## config.mk

```make
export PLATFORM = sky130hd
export DESIGN_NAME = ctl_reg_slave
export DESIGN_NICKNAME = d
export VERILOG_FILES = /design/src/rtl/ctl_reg_pkg.sv /design/src/rtl/ctl_bus_sync.sv /design/src/rtl/ctl_serial_rx.sv /design/src/rtl/ctl_reg_bank.sv /design/src/rtl/ctl_reg_slave.sv
export SDC_FILE = /design/constraint.sdc
export NUM_CORES = 1
export LEC_CHECK = 0
export ABC_AREA = 1
export BUFFER_PORTS_ARGS = -buffer_cell sky130_fd_sc_hd__buf_2
export CORE_AREA = 3 3 153 155
export CTS_CLUSTER_DIAMETER = 30
export CTS_CLUSTER_SIZE = 16
export DETAILED_ROUTE_END_ITERATION = 16
export DIE_AREA = 0 0 156 158
export HOLD_SLACK_MARGIN = 0.02
export PLACE_DENSITY = 0.89
export SYNTH_ARGS = -nofsm -noshare
export SYNTH_HDL_FRONTEND = slang
export SYNTH_HIERARCHICAL = 1
export SYNTH_SLANG_ARGS = --single-unit
```

## constraint.sdc

```tcl
create_clock -name clk_i -period 5.1 [get_ports clk_i]
set_input_delay 1.02 -clock clk_i [delete_from_list [all_inputs] [get_ports clk_i]]
set_output_delay 1.02 -clock clk_i [all_outputs]
set_load 0.1 [all_outputs]
```

## src/rtl/ctl_reg_pkg.sv

```systemverilog
package ctl_reg_pkg;
  localparam int unsigned NUM_REGS   = 19;
  localparam int unsigned DW         = 8;
  localparam int unsigned IDX_W      = $clog2(NUM_REGS);
  localparam logic [7:0]  DEV_ADDR   = 8'h8A;
  localparam logic [7:0]  SUB_LO     = 8'h77;
  localparam logic [7:0]  SUB_HI     = 8'h88;
  localparam logic [7:0]  SUB_CMD    = 8'h00;
  localparam int unsigned CMD_IDX    = NUM_REGS - 1;
  localparam int unsigned GATE_IDX   = int'(SUB_HI - SUB_LO);
  localparam int unsigned GATE_BIT   = 6;

  typedef enum logic [2:0] {
    RX_IDLE, RX_BITS, RX_ACK_WAIT, RX_ACK, RX_SKIP
  } rx_state_e;

  typedef struct packed {
    logic             ok;
    logic [IDX_W-1:0] idx;
  } sub_map_t;

  function automatic sub_map_t map_sub(input logic [7:0] sub);
    sub_map_t m;
    m.ok  = 1'b0;
    m.idx = '0;
    if (sub == SUB_CMD) begin
      m.ok  = 1'b1;
      m.idx = IDX_W'(CMD_IDX);
    end else if (sub >= SUB_LO && sub <= SUB_HI) begin
      m.ok  = 1'b1;
      m.idx = IDX_W'(sub - SUB_LO);
    end
    return m;
  endfunction
endpackage

```

## src/rtl/ctl_bus_sync.sv

```systemverilog
module ctl_bus_sync #(
  parameter int unsigned STAGES = 2
) (
  input  logic clk_i,
  input  logic rst_ni,
  input  logic scl_i,
  input  logic sda_i,
  output logic sda_o,
  output logic scl_rise_o,
  output logic scl_fall_o,
  output logic start_o,
  output logic stop_o
);
  logic [STAGES-1:0] scl_ff, sda_ff;
  logic scl_q, sda_q;
  logic scl_s;

  always_ff @(posedge clk_i or negedge rst_ni) begin
    if (!rst_ni) begin
      scl_ff <= '1;
      sda_ff <= '1;
      scl_q  <= 1'b1;
      sda_q  <= 1'b1;
    end else begin
      scl_ff <= {scl_ff[STAGES-2:0], scl_i};
      sda_ff <= {sda_ff[STAGES-2:0], sda_i};
      scl_q  <= scl_ff[STAGES-1];
      sda_q  <= sda_ff[STAGES-1];
    end
  end

  assign scl_s      = scl_ff[STAGES-1];
  assign sda_o      = sda_ff[STAGES-1];
  assign scl_rise_o = scl_s & ~scl_q;
  assign scl_fall_o = ~scl_s & scl_q;
  // data edges only count while clock stays high across both samples
  assign start_o    = scl_s & scl_q & sda_q & ~sda_o;
  assign stop_o     = scl_s & scl_q & ~sda_q & sda_o;
endmodule

```

## src/rtl/ctl_serial_rx.sv

```systemverilog
module ctl_serial_rx
  import ctl_reg_pkg::*;
(
  input  logic             clk_i,
  input  logic             rst_ni,
  input  logic             sda_i,
  input  logic             scl_rise_i,
  input  logic             scl_fall_i,
  input  logic             start_i,
  input  logic             stop_i,
  output logic             ack_o,
  output logic             wr_en_o,
  output logic [IDX_W-1:0] wr_idx_o,
  output logic [DW-1:0]    wr_data_o
);
  rx_state_e        state;
  logic [2:0]       bit_cnt;
  logic [1:0]       byte_cnt;
  logic [DW-2:0]    shreg;
  logic [IDX_W-1:0] sub_idx;
  logic [DW-1:0]    rx_byte;
  sub_map_t         sub_map;

  assign rx_byte = {shreg, sda_i};
  assign sub_map = map_sub(rx_byte);

  always_ff @(posedge clk_i or negedge rst_ni) begin
    if (!rst_ni) begin
      state     <= RX_IDLE;
      bit_cnt   <= '0;
      byte_cnt  <= '0;
      shreg     <= '0;
      sub_idx   <= '0;
      ack_o     <= 1'b0;
      wr_en_o   <= 1'b0;
      wr_idx_o  <= '0;
      wr_data_o <= '0;
    end else begin
      wr_en_o <= 1'b0;
      if (start_i) begin
        state    <= RX_BITS;
        bit_cnt  <= '0;
        byte_cnt <= '0;
        ack_o    <= 1'b0;
      end else if (stop_i) begin
        state <= RX_IDLE;
        ack_o <= 1'b0;
      end else begin
        unique case (state)
          RX_BITS: if (scl_rise_i) begin
            shreg   <= rx_byte[DW-2:0];
            bit_cnt <= bit_cnt + 3'd1;
            if (bit_cnt == 3'd7) begin
              state <= RX_ACK_WAIT;
              unique case (byte_cnt)
                2'd0: if (rx_byte != DEV_ADDR) state <= RX_SKIP;
                2'd1: begin
                  if (sub_map.ok) sub_idx <= sub_map.idx;
                  else            state   <= RX_SKIP;
                end
                default: begin
                  wr_en_o   <= 1'b1;
                  wr_idx_o  <= sub_idx;
                  wr_data_o <= rx_byte;
                end
              endcase
            end
          end
          RX_ACK_WAIT: if (scl_fall_i) begin
            ack_o <= 1'b1;
            state <= RX_ACK;
          end
          RX_ACK: if (scl_fall_i) begin
            ack_o   <= 1'b0;
            bit_cnt <= '0;
            if (byte_cnt == 2'd2) state <= RX_SKIP;
            else begin
              byte_cnt <= byte_cnt + 2'd1;
              state    <= RX_BITS;
            end
          end
          default: ;
        endcase
      end
    end
  end
endmodule

```

## src/rtl/ctl_reg_bank.sv

```systemverilog
module ctl_reg_bank
  import ctl_reg_pkg::*;
(
  input  logic                 clk_i,
  input  logic                 rst_ni,
  input  logic                 wr_en_i,
  input  logic [IDX_W-1:0]     wr_idx_i,
  input  logic [DW-1:0]        wr_data_i,
  input  logic                 vblank_i,
  output logic [NUM_REGS*DW-1:0] regs_o,
  output logic                 hloop_start_o
);
  logic [DW-1:0] staged [NUM_REGS];
  logic [DW-1:0] active [NUM_REGS];

  for (genvar k = 0; k < NUM_REGS; k++) begin : g_reg
    always_ff @(posedge clk_i or negedge rst_ni) begin
      if (!rst_ni) begin
        staged[k] <= '0;
        active[k] <= '0;
      end else begin
        if (wr_en_i && wr_idx_i == IDX_W'(k)) staged[k] <= wr_data_i;
        if (vblank_i) active[k] <= staged[k];
      end
    end
    assign regs_o[k*DW +: DW] = active[k];
  end

  always_ff @(posedge clk_i or negedge rst_ni) begin
    if (!rst_ni) hloop_start_o <= 1'b0;
    else hloop_start_o <= wr_en_i && wr_idx_i == IDX_W'(CMD_IDX) &&
                          wr_data_i == '0 && !active[GATE_IDX][GATE_BIT];
  end
endmodule

```

## src/rtl/ctl_reg_slave.sv

```systemverilog
module ctl_reg_slave
  import ctl_reg_pkg::*;
#(
  parameter int unsigned SYNC_STAGES = 2
) (
  input  logic                   clk_i,
  input  logic                   rst_ni,
  input  logic                   scl_i,
  input  logic                   sda_i,
  input  logic                   vblank_i,
  output logic                   sda_oe_o,
  output logic [NUM_REGS*DW-1:0] regs_o,
  output logic                   hloop_start_o
);
  logic sda_s, scl_rise, scl_fall, start_det, stop_det;
  logic wr_en;
  logic [IDX_W-1:0] wr_idx;
  logic [DW-1:0] wr_data;

  ctl_bus_sync #(.STAGES(SYNC_STAGES)) i_sync (
    .clk_i, .rst_ni, .scl_i, .sda_i,
    .sda_o(sda_s), .scl_rise_o(scl_rise), .scl_fall_o(scl_fall),
    .start_o(start_det), .stop_o(stop_det)
  );

  ctl_serial_rx i_rx (
    .clk_i, .rst_ni, .sda_i(sda_s),
    .scl_rise_i(scl_rise), .scl_fall_i(scl_fall),
    .start_i(start_det), .stop_i(stop_det),
    .ack_o(sda_oe_o), .wr_en_o(wr_en), .wr_idx_o(wr_idx), .wr_data_o(wr_data)
  );

  ctl_reg_bank i_bank (
    .clk_i, .rst_ni, .wr_en_i(wr_en), .wr_idx_i(wr_idx), .wr_data_i(wr_data),
    .vblank_i, .regs_o, .hloop_start_o
  );
endmodule

```

Word level (Yosys, flattened, before mapping). Cells that the tools add are included.

Memories: 0. Memory bits (writable): 0. ROM bits: 0. Flip-flop bits (word level): 346. Logic and storage cells: 178. Latch bits: 0. Output and inout port bits: 154.

Equality and inequality tests: 33. Multiplexer cells: 34. Reductions and logical operators: 40. Bitwise gates (word level): 14. Add/subtract/negate cells: 3. Div/mod/pow operators: 0. Multiply operators: 0. Order comparisons: 2. Shift operators: 0.

Operators by type and width (number): 5-bit by 4-bit equality test with 1-bit output (second input constant) (8); 3-bit two-way mux (13); 1-bit logical AND (22); 5-bit by 3-bit equality test with 1-bit output (second input constant) (4); 8-bit zero test (2); 4-bit by 1-bit != test with 1-bit output (second input constant) (4); 5-bit equality test (second input constant) (3); 6-bit two-way mux (2); 3-bit case mux with 2 select lines (2); 4-bit AND reduction (3); 5-bit by 2-bit equality test with 1-bit output (second input constant) (2); 1-bit two-way mux (10); 2-bit two-way mux (5); 3-bit case mux with 3 select lines (1); 8-bit by 7-bit greater-or-equal comparator with 1-bit output (second input constant) (1); 8-bit <= comparator (second input constant) (1); 8-bit != test (second input constant) (1); 1-bit bitwise AND (7); 1-bit NOT (7); 7-bit AND reduction (1); 3-bit by 2-bit equality test with 1-bit output (second input constant) (2); 3-bit by 1-bit != test with 1-bit output (second input constant) (2); 6-bit AND reduction (1); 5-bit by 1-bit equality test with 1-bit output (second input constant) (1); other kinds (19) (21).

Longest topological paths before layout. Gate-level depths: netlist of run 1.

Word-level depth: 11. Mapped depth: 13.

Modules after synthesis. Netlist of run 1, hierarchy kept.

Modules (own cells, without submodules): ctl_reg_bank (area each 11853.9 µm², seq. area each 7632.3 µm², cells an instance 1039, times used 1); ctl_serial_rx (area each 1796.7 µm², seq. area each 875.8 µm², cells an instance 224, times used 1); ctl_bus_sync (area each 198.9 µm², seq. area each 157.7 µm², cells an instance 17, times used 1).

Least setup slack after synthesis of run 1. No wires, ideal clock.

Path type: input -> register. Start: input port vblank_i. End: register i_bank.active (netlist bit i_bank/regs_o[100]). Stages on the path: 4. Data arrival time: 1.869 ns. Path slack: 3.105 ns. Path through: buf_2 -> buf_2 -> buf_2 -> mux2_2.

RTL lines: start: declaration (line ctl_reg_slave.sv:10) `input logic vblank_i,`; end signal: indexed assignment (line ctl_reg_bank.sv:23) `if (vblank_i) active[k] <= staged[k];`; end: declaration (line ctl_reg_bank.sv:14) `logic [DW-1:0] active [NUM_REGS];`.

No word-level cell between the ends.

Worst setup path after layout of run 1.
Start: register i_bank.active (netlist bit i_bank/regs_o[91]). End: output port regs_o[91].

RTL lines: end: declaration (line ctl_reg_slave.sv:12) `output logic [NUM_REGS*DW-1:0] regs_o,`.

No word-level cell between the ends.

==> impl_metrics.ini, run 1 <==
[synth]
yosysTopAreaCellShare = 0.614
async_flop_share = 1.00
syn-cell-area_mm2 = 0.0138
syn_area_per_cell_um2 = 10.8
ys_seq_area_frac = 0.626
synthCells = 1280
ys_types = 32
yosys.area.top_type = dfrtp_1
synth-seq-cells = 346
synth_area_leaders = dfrtp_1 61%, mux2_2 12%, nand2_1 11%
synth_edf_count = 0
ys_warn_count = 6
syn-num-nets = 1293
ys.flop_type = dfrtp_1

[clock_network]
cts_setup_buffers = 0
postCtsHoldBufs = 0
ctsResizeCount = 0
clock_sinks = 346
cts_max_level = 2
cts_tree = done
numCtsBuffers = 53
clk_latency_ns = 0.55
path_clk_slew_ns = 0.05
cts_root_buf = clkbuf_16
clock_path_buffers = 3

[power_and_ir_drop]
swShare = 0.232
ir_drop_mv = 0.326
combPwrFrac = 0.049
p_int_mw = 5.19
leakagePower_nw = 9.31
p_clk_frac = 0.534
power_density_mw_per_mm2 = 406
switchingPower_mw = 1.57
p_seq_frac = 0.417

[detailed_routing]
first_iter_violations = 1233
final_antenna_net_count = 0
vias = 10401
routed_wl_mm = 34.8
first_pass_iters = 7
drcViolationCount = 0
viasPerCell = 5.92
wire_per_inst_um = 19.8

[sta]
slew_headroom = 0.104
clock_skew_ns = 0.0296
slew_violations = 0
hold_ws_ns = 0.355
finalSetupTns_ns = 0
finalHoldViolCount = 0
rsz0062_at_grt = no
setup_viol = 0
fmax_ghz = 0.409
min_period_over_period = 0.479
min_period_ns = 2.44
worstMarginPinSlew_ns = 1.34

[finish]
final_common_cell = nand2_1
nFillCells = 1221
diodes = 0
layout.nets = 1445
drive_gt1_frac = 0.306
final_cell_mix = 403 x nand2_1, 340 x dfrtp_1, 156 x buf_2
area_delta_synth_final_pct = 20.0

[place]
detailedPlacementHpwl_mm = 19.7
gp_congestion = 0.851
port_buffers = 158

[critical_path]
critPathArrivalTime_ns = 1.42
crit_required_ns = 4.08
criticalPathCategory = reg -> out
reg2reg_depth = 8
cp_num_buf_inv = 1
critical-path-top-delay-family = buffers and inverters
critPathSlowestCell = buf_2
path_cells = buf_2
cp-start-kind = register
end_kind = output port
crit_cells = 1
cp_max_fo = 2
slowest_delay_ns = 0.46

[grt]
grt_overflow = 0
track_usage = 0.282
grt_max_degree = 138
grt_pass1_vias = 10585
antenna_found_initial = 0
grt_pass1_wl_mm = 55.1

[floorplanning]
num_rows = 54
die_x_um = 156
coreArea_mm2 = 0.0220
dieArea_mm2 = 0.0246
chipHeight_um = 158
initial_core_util = 0.631
ioPinCount = 159

[flow_run]
drv_cap = 0

[hold_path]
min_path_cells = 0
hold_class = reg -> reg

[status]
status = finished, final reports clean
-- through the flow --
stage,power (mW),cell area (um^2),util,setup WS (ns),instances
floorplan,3.07,13800,-,3.11,1280
global placement,3.17,14800,0.673,2.45,1657
detailed placement,3.18,14800,0.673,2.41,1657
CTS,6.78,16600,0.757,2.66,1756
global route,6.95,16600,0.757,2.48,1756
finish,6.75,16600,0.757,2.66,1756
-- logic make-up after synthesis --
family,count (synthesis),share of synthesized area
muxes,152,0.124
DFF,346,0.626
buffers and inverters,115,0.0355
AOI/OAI and AO/OA,31,0.0122
adders and majority gates,8,0.00723
and+or+nand+nor,626,0.195
xor gates and xnor gates,2,0.00127
-- area by class of cell --
class / count / area (um^2) / share of cell area
multi-input combinational: 819 / 4710 / 0.283
inverter: 47 / 176 / 0.0106
timing repair buffer: 165 / 885 / 0.0532
clock inverter: 35 / 373 / 0.0224
clock buffer: 64 / 1460 / 0.0878
tap: 280 / 350 / 0.0211
sequential: 346 / 8670 / 0.522
-- power by group through the flow --
stage / clock [mW] / combinational [mW] / sequential [mW]
6_report: 3.60 / 0.334 / 2.82
5_1_grt: 3.76 / 0.375 / 2.82
4_1_cts: 3.63 / 0.333 / 2.81
3_3_place_gp: 0 / 0.312 / 2.86
3_5_place_dp: 0 / 0.322 / 2.86
2_1_floorplan: 0 / 0.189 / 2.88
-- path summary, 6_finish.rpt --
path	endpoint	slack, ns	startpoint
min reg2reg	i_sync/sda_ff[1]	0.36	i_sync/sda_ff[0]
min in group asynchronous	i_bank/regs_o[24]	0.47	rst_ni
max reg2reg	i_rx/wr_idx_o[3]	2.67	i_sync/sda_ff[1]
min	i_sync/sda_ff[1]	0.36	i_sync/sda_ff[0]
max in group asynchronous	i_bank/staged[15]	3.42	rst_ni
max	regs_o[91]	2.66	i_bank/regs_o[91]
-- flip-flops by register name, summed over array words and instances (netlist names), 2 cells and up --
register / count
i_rx/shreg: 7
i_rx/wr_data_o: 8
i_bank/regs_o: 152
i_rx/wr_idx_o: 5
i_sync/scl_ff: 2
i_bank/staged: 152
i_rx/byte_cnt: 2
i_rx/state: 3
i_rx/bit_cnt: 3
i_rx/sub_idx: 5
i_sync/sda_ff: 2
-- synth_stat cells, types with 8 or more instances --
cell type and n:
clkbuf_1 18, nand3_1 154, nor2_1 27, nand2_1 403, buf_2 48, o21ai_0 14
inv_2 8, mux2_2 152, dfrtp_1 340, o21ai_1 11, ha_1 8, inv_1 38
nand4_1 19
-- metal layers --
metal | routed length (um) | vias to the layer above | GRT usage
met4 | 1620 | 0 | 0.130
met2 | 17100 | 627 | 0.468
met3 | 3120 | 151 | 0.0563
met1 | 13000 | 5086 | 0.361
li1 | - | 4537 | -
met5 | 0 | - | 0
Power figures use the tool's default switching activity.
==> run 2, diff against run 1 <==
--- a/config.mk
+++ b/config.mk
@@ -5,15 +5,15 @@
 export SDC_FILE = /design/constraint.sdc
 export NUM_CORES = 1
 export LEC_CHECK = 0
-export ABC_AREA = 1
+export ABC_AREA = 0
 export BUFFER_PORTS_ARGS = -buffer_cell sky130_fd_sc_hd__buf_2
-export CORE_AREA = 3 3 153 155
+export CORE_AREA = 3 3 157 159
 export CTS_CLUSTER_DIAMETER = 30
 export CTS_CLUSTER_SIZE = 16
 export DETAILED_ROUTE_END_ITERATION = 16
-export DIE_AREA = 0 0 156 158
+export DIE_AREA = 0 0 160 162
 export HOLD_SLACK_MARGIN = 0.02
-export PLACE_DENSITY = 0.89
+export PLACE_DENSITY = 0.83
 export SYNTH_ARGS = -nofsm -noshare
 export SYNTH_HDL_FRONTEND = slang
 export SYNTH_HIERARCHICAL = 1
==> constraint.sdc (replaced) <==
create_clock -name clk_i -period 2.5 [get_ports clk_i]
set_input_delay 0.5 -clock clk_i [delete_from_list [all_inputs] [get_ports clk_i]]
set_output_delay 0.5 -clock clk_i [all_outputs]
set_load 0.1 [all_outputs]
==> impl_metrics.ini, run 2 <==
[sta]
fmax_ghz = 0.426
finalHoldViolCount = 0
slew_headroom = 0.212
min_period_over_period = 0.939
rsz0062_at_grt = no
min_period_ns = 2.35
finalSetupTns_ns = 0
setup_viol = 0
slew_violations = 0
clock_skew_ns = 0.00837
worstMarginPinSlew_ns = 1.18

[grt]
grt_max_degree = 67
track_usage = 0.238
grt_overflow = 0
grt_pass1_vias = 8611
grt_pass1_wl_mm = 48.8
antenna_found_initial = 0

[floorplanning]
die_x_um = 160
coreArea_mm2 = 0.0234
num_rows = 56
chipHeight_um = 162
initial_core_util = 0.576
ioPinCount = 159
dieArea_mm2 = 0.0259

[synth]
yosysTopAreaCellShare = 0.631
syn-num-nets = 857
synth_edf_count = 0
synth_commonest_cells = 340 x dfrtp_1, 300 x mux2_2, 31 x clkbuf_1
synth.most_common_cell = dfrtp_1
syn-cell-area_mm2 = 0.0135
synthCells = 844
async_flop_share = 1.00
ys_warn_count = 6
synth_area_leaders = dfrtp_1 63%, mux2_2 25%, mux2_4 1.9%
ys_types = 53
yosys.area.top_type = dfrtp_1
ys.flop_type = dfrtp_1
synth-seq-cells = 346
ys_seq_area_frac = 0.643
syn_area_per_cell_um2 = 16.0

[clock_network]
clk_latency_ns = 0.56
cts_root_buf = clkbuf_16
cts_setup_buffers = 0
clock_sinks = 346
path_clk_slew_ns = 0.05
numCtsBuffers = 58
cts_max_level = 2
clock_path_buffers = 3
cts_tree = done

[hold_path]
hold_class = in -> reg
min_path_cells = 1

[critical_path]
cp-start-kind = register
end_kind = register
reg2reg_depth = 4
crit_required_ns = 2.94
cp_max_fo = 14
critPathArrivalTime_ns = 2.78
criticalPathCategory = reg -> reg

[finish]
final_common_cell = dfrtp_1
nFillCells = 1418
final_cell_mix = 340 x dfrtp_1, 300 x mux2_2, 156 x buf_2
layout.nets = 1049
area_delta_synth_final_pct = 24.5
drive_gt1_frac = 0.569
diodes = 0

[place]
detailedPlacementHpwl_mm = 17.5
gp_congestion = 0.807
port_buffers = 158

[power_and_ir_drop]
leakagePower_nw = 9.03
power_density_mw_per_mm2 = 863
total_power_mw = 14.5
ir_drop_mv = 0.576

[status]
status = finished, final reports clean

[detailed_routing]
final_antenna_net_count = 0
wl_met3_mm = 1.32
wire_per_inst_um = 21.6
routed_wl_mm = 30.3
vias = 7823
met2_length_mm = 15.6
viasPerCell = 5.58
first_pass_iters = 5
wl_met1_mm = 12.4
highest_layer = met4
first_iter_violations = 503
drcViolationCount = 0

[flow_run]
drv_cap = 0
[run 2: cell types whose count changed after synthesis, sizes merged, moves of 18 or more]
cell   change
nand2    -373
inv       -37
mux2     +166
o21ai     -21
nor2      -27
nand4     -18
nand3    -156
buf       -35
[run 2: kinds of logic (layout without fill, tap and decap cells)]
| family | count (synthesis) | after routing | synth area share |
|---|---|---|---|
| AOI/OAI and AO/OA | 26 | 26 | 0.0149 |
| xor gates and xnor gates | 4 | 4 | 0.00260 |
| adders and majority gates | 8 | 8 | 0.00742 |
| buffers and inverters | 55 | 294 | 0.0181 |
| DFF | 346 | 346 | 0.643 |
| muxes | 320 | 320 | 0.272 |
| and+or+nand+nor | 85 | 85 | 0.0423 |
[run 2: cell type report]
type                       count  area, um^2  share of cell area
inverter                       9        33.8             0.00201
clock inverter                30         414              0.0247
sequential                   346        8670               0.516
tap                          319         399              0.0238
timing repair buffer         178        1050              0.0626
multi-input combinational    443        4570               0.272
clock buffer                  77        1640              0.0980
[run 2: worst max-delay path, cell delays in order (launching register included)]
cell and delay [ns]:
dfstp_2 0.64, and4b_1 0.34, nor4_4 0.35, nand3_2 0.44
mux2_2 0.45
[run 2: final timing paths]
check | start | to | slack (ns)
worst max-delay path | i_sync/sda_ff[1] | i_rx/wr_data_o[1] | 0.15
worst min-delay path | sda_i | i_sync/sda_ff[0] | 0.05
worst max register to register | i_sync/sda_ff[1] | i_rx/wr_data_o[1] | 0.15
worst min register to register | i_sync/sda_ff[0] | i_sync/sda_ff[1] | 0.35
max in group asynchronous | rst_ni | i_bank/staged[81] | 1.21
min in group asynchronous | rst_ni | i_bank/staged[138] | 0.47
[run 2: power by group]
part           total, mW  switching (mW)  internal, mW
combinational      0.505           0.294         0.211
sequential          5.81           0.121          5.69
clock               8.17            2.73          5.44
[run 2: what timing repair did]
item	4_1_cts	5_1_grt
resized for setup	0	0
hold buffers	2	0
endpoints found under the hold margin	55	0
[run 2: through the flow]
stage | cell area (um^2) | utilization | setup slack, ns | hold slack [ns] | instances
finish | 16800 | 0.717 | 0.153 | 0.0485 | 1402
global route | 16800 | 0.717 | 0.0988 | 0.0355 | 1402
CTS | 16800 | 0.717 | 0.175 | 0.0277 | 1402
detailed placement | 14700 | 0.628 | 0.209 | 0.347 | 1293
global placement | 14700 | 0.628 | 0.295 | 0.347 | 1293
floorplan | 13500 | - | 0.488 | 0.204 | 844
[run 2: routing by layer]
| layer | GRT usage | vias up |
|---|---|---|
| met5 | 0 | - |
| met4 | 0.0927 | 0 |
| met3 | 0.0441 | 68 |
| met2 | 0.414 | 191 |
| met1 | 0.299 | 4171 |
| li1 | - | 3393 |
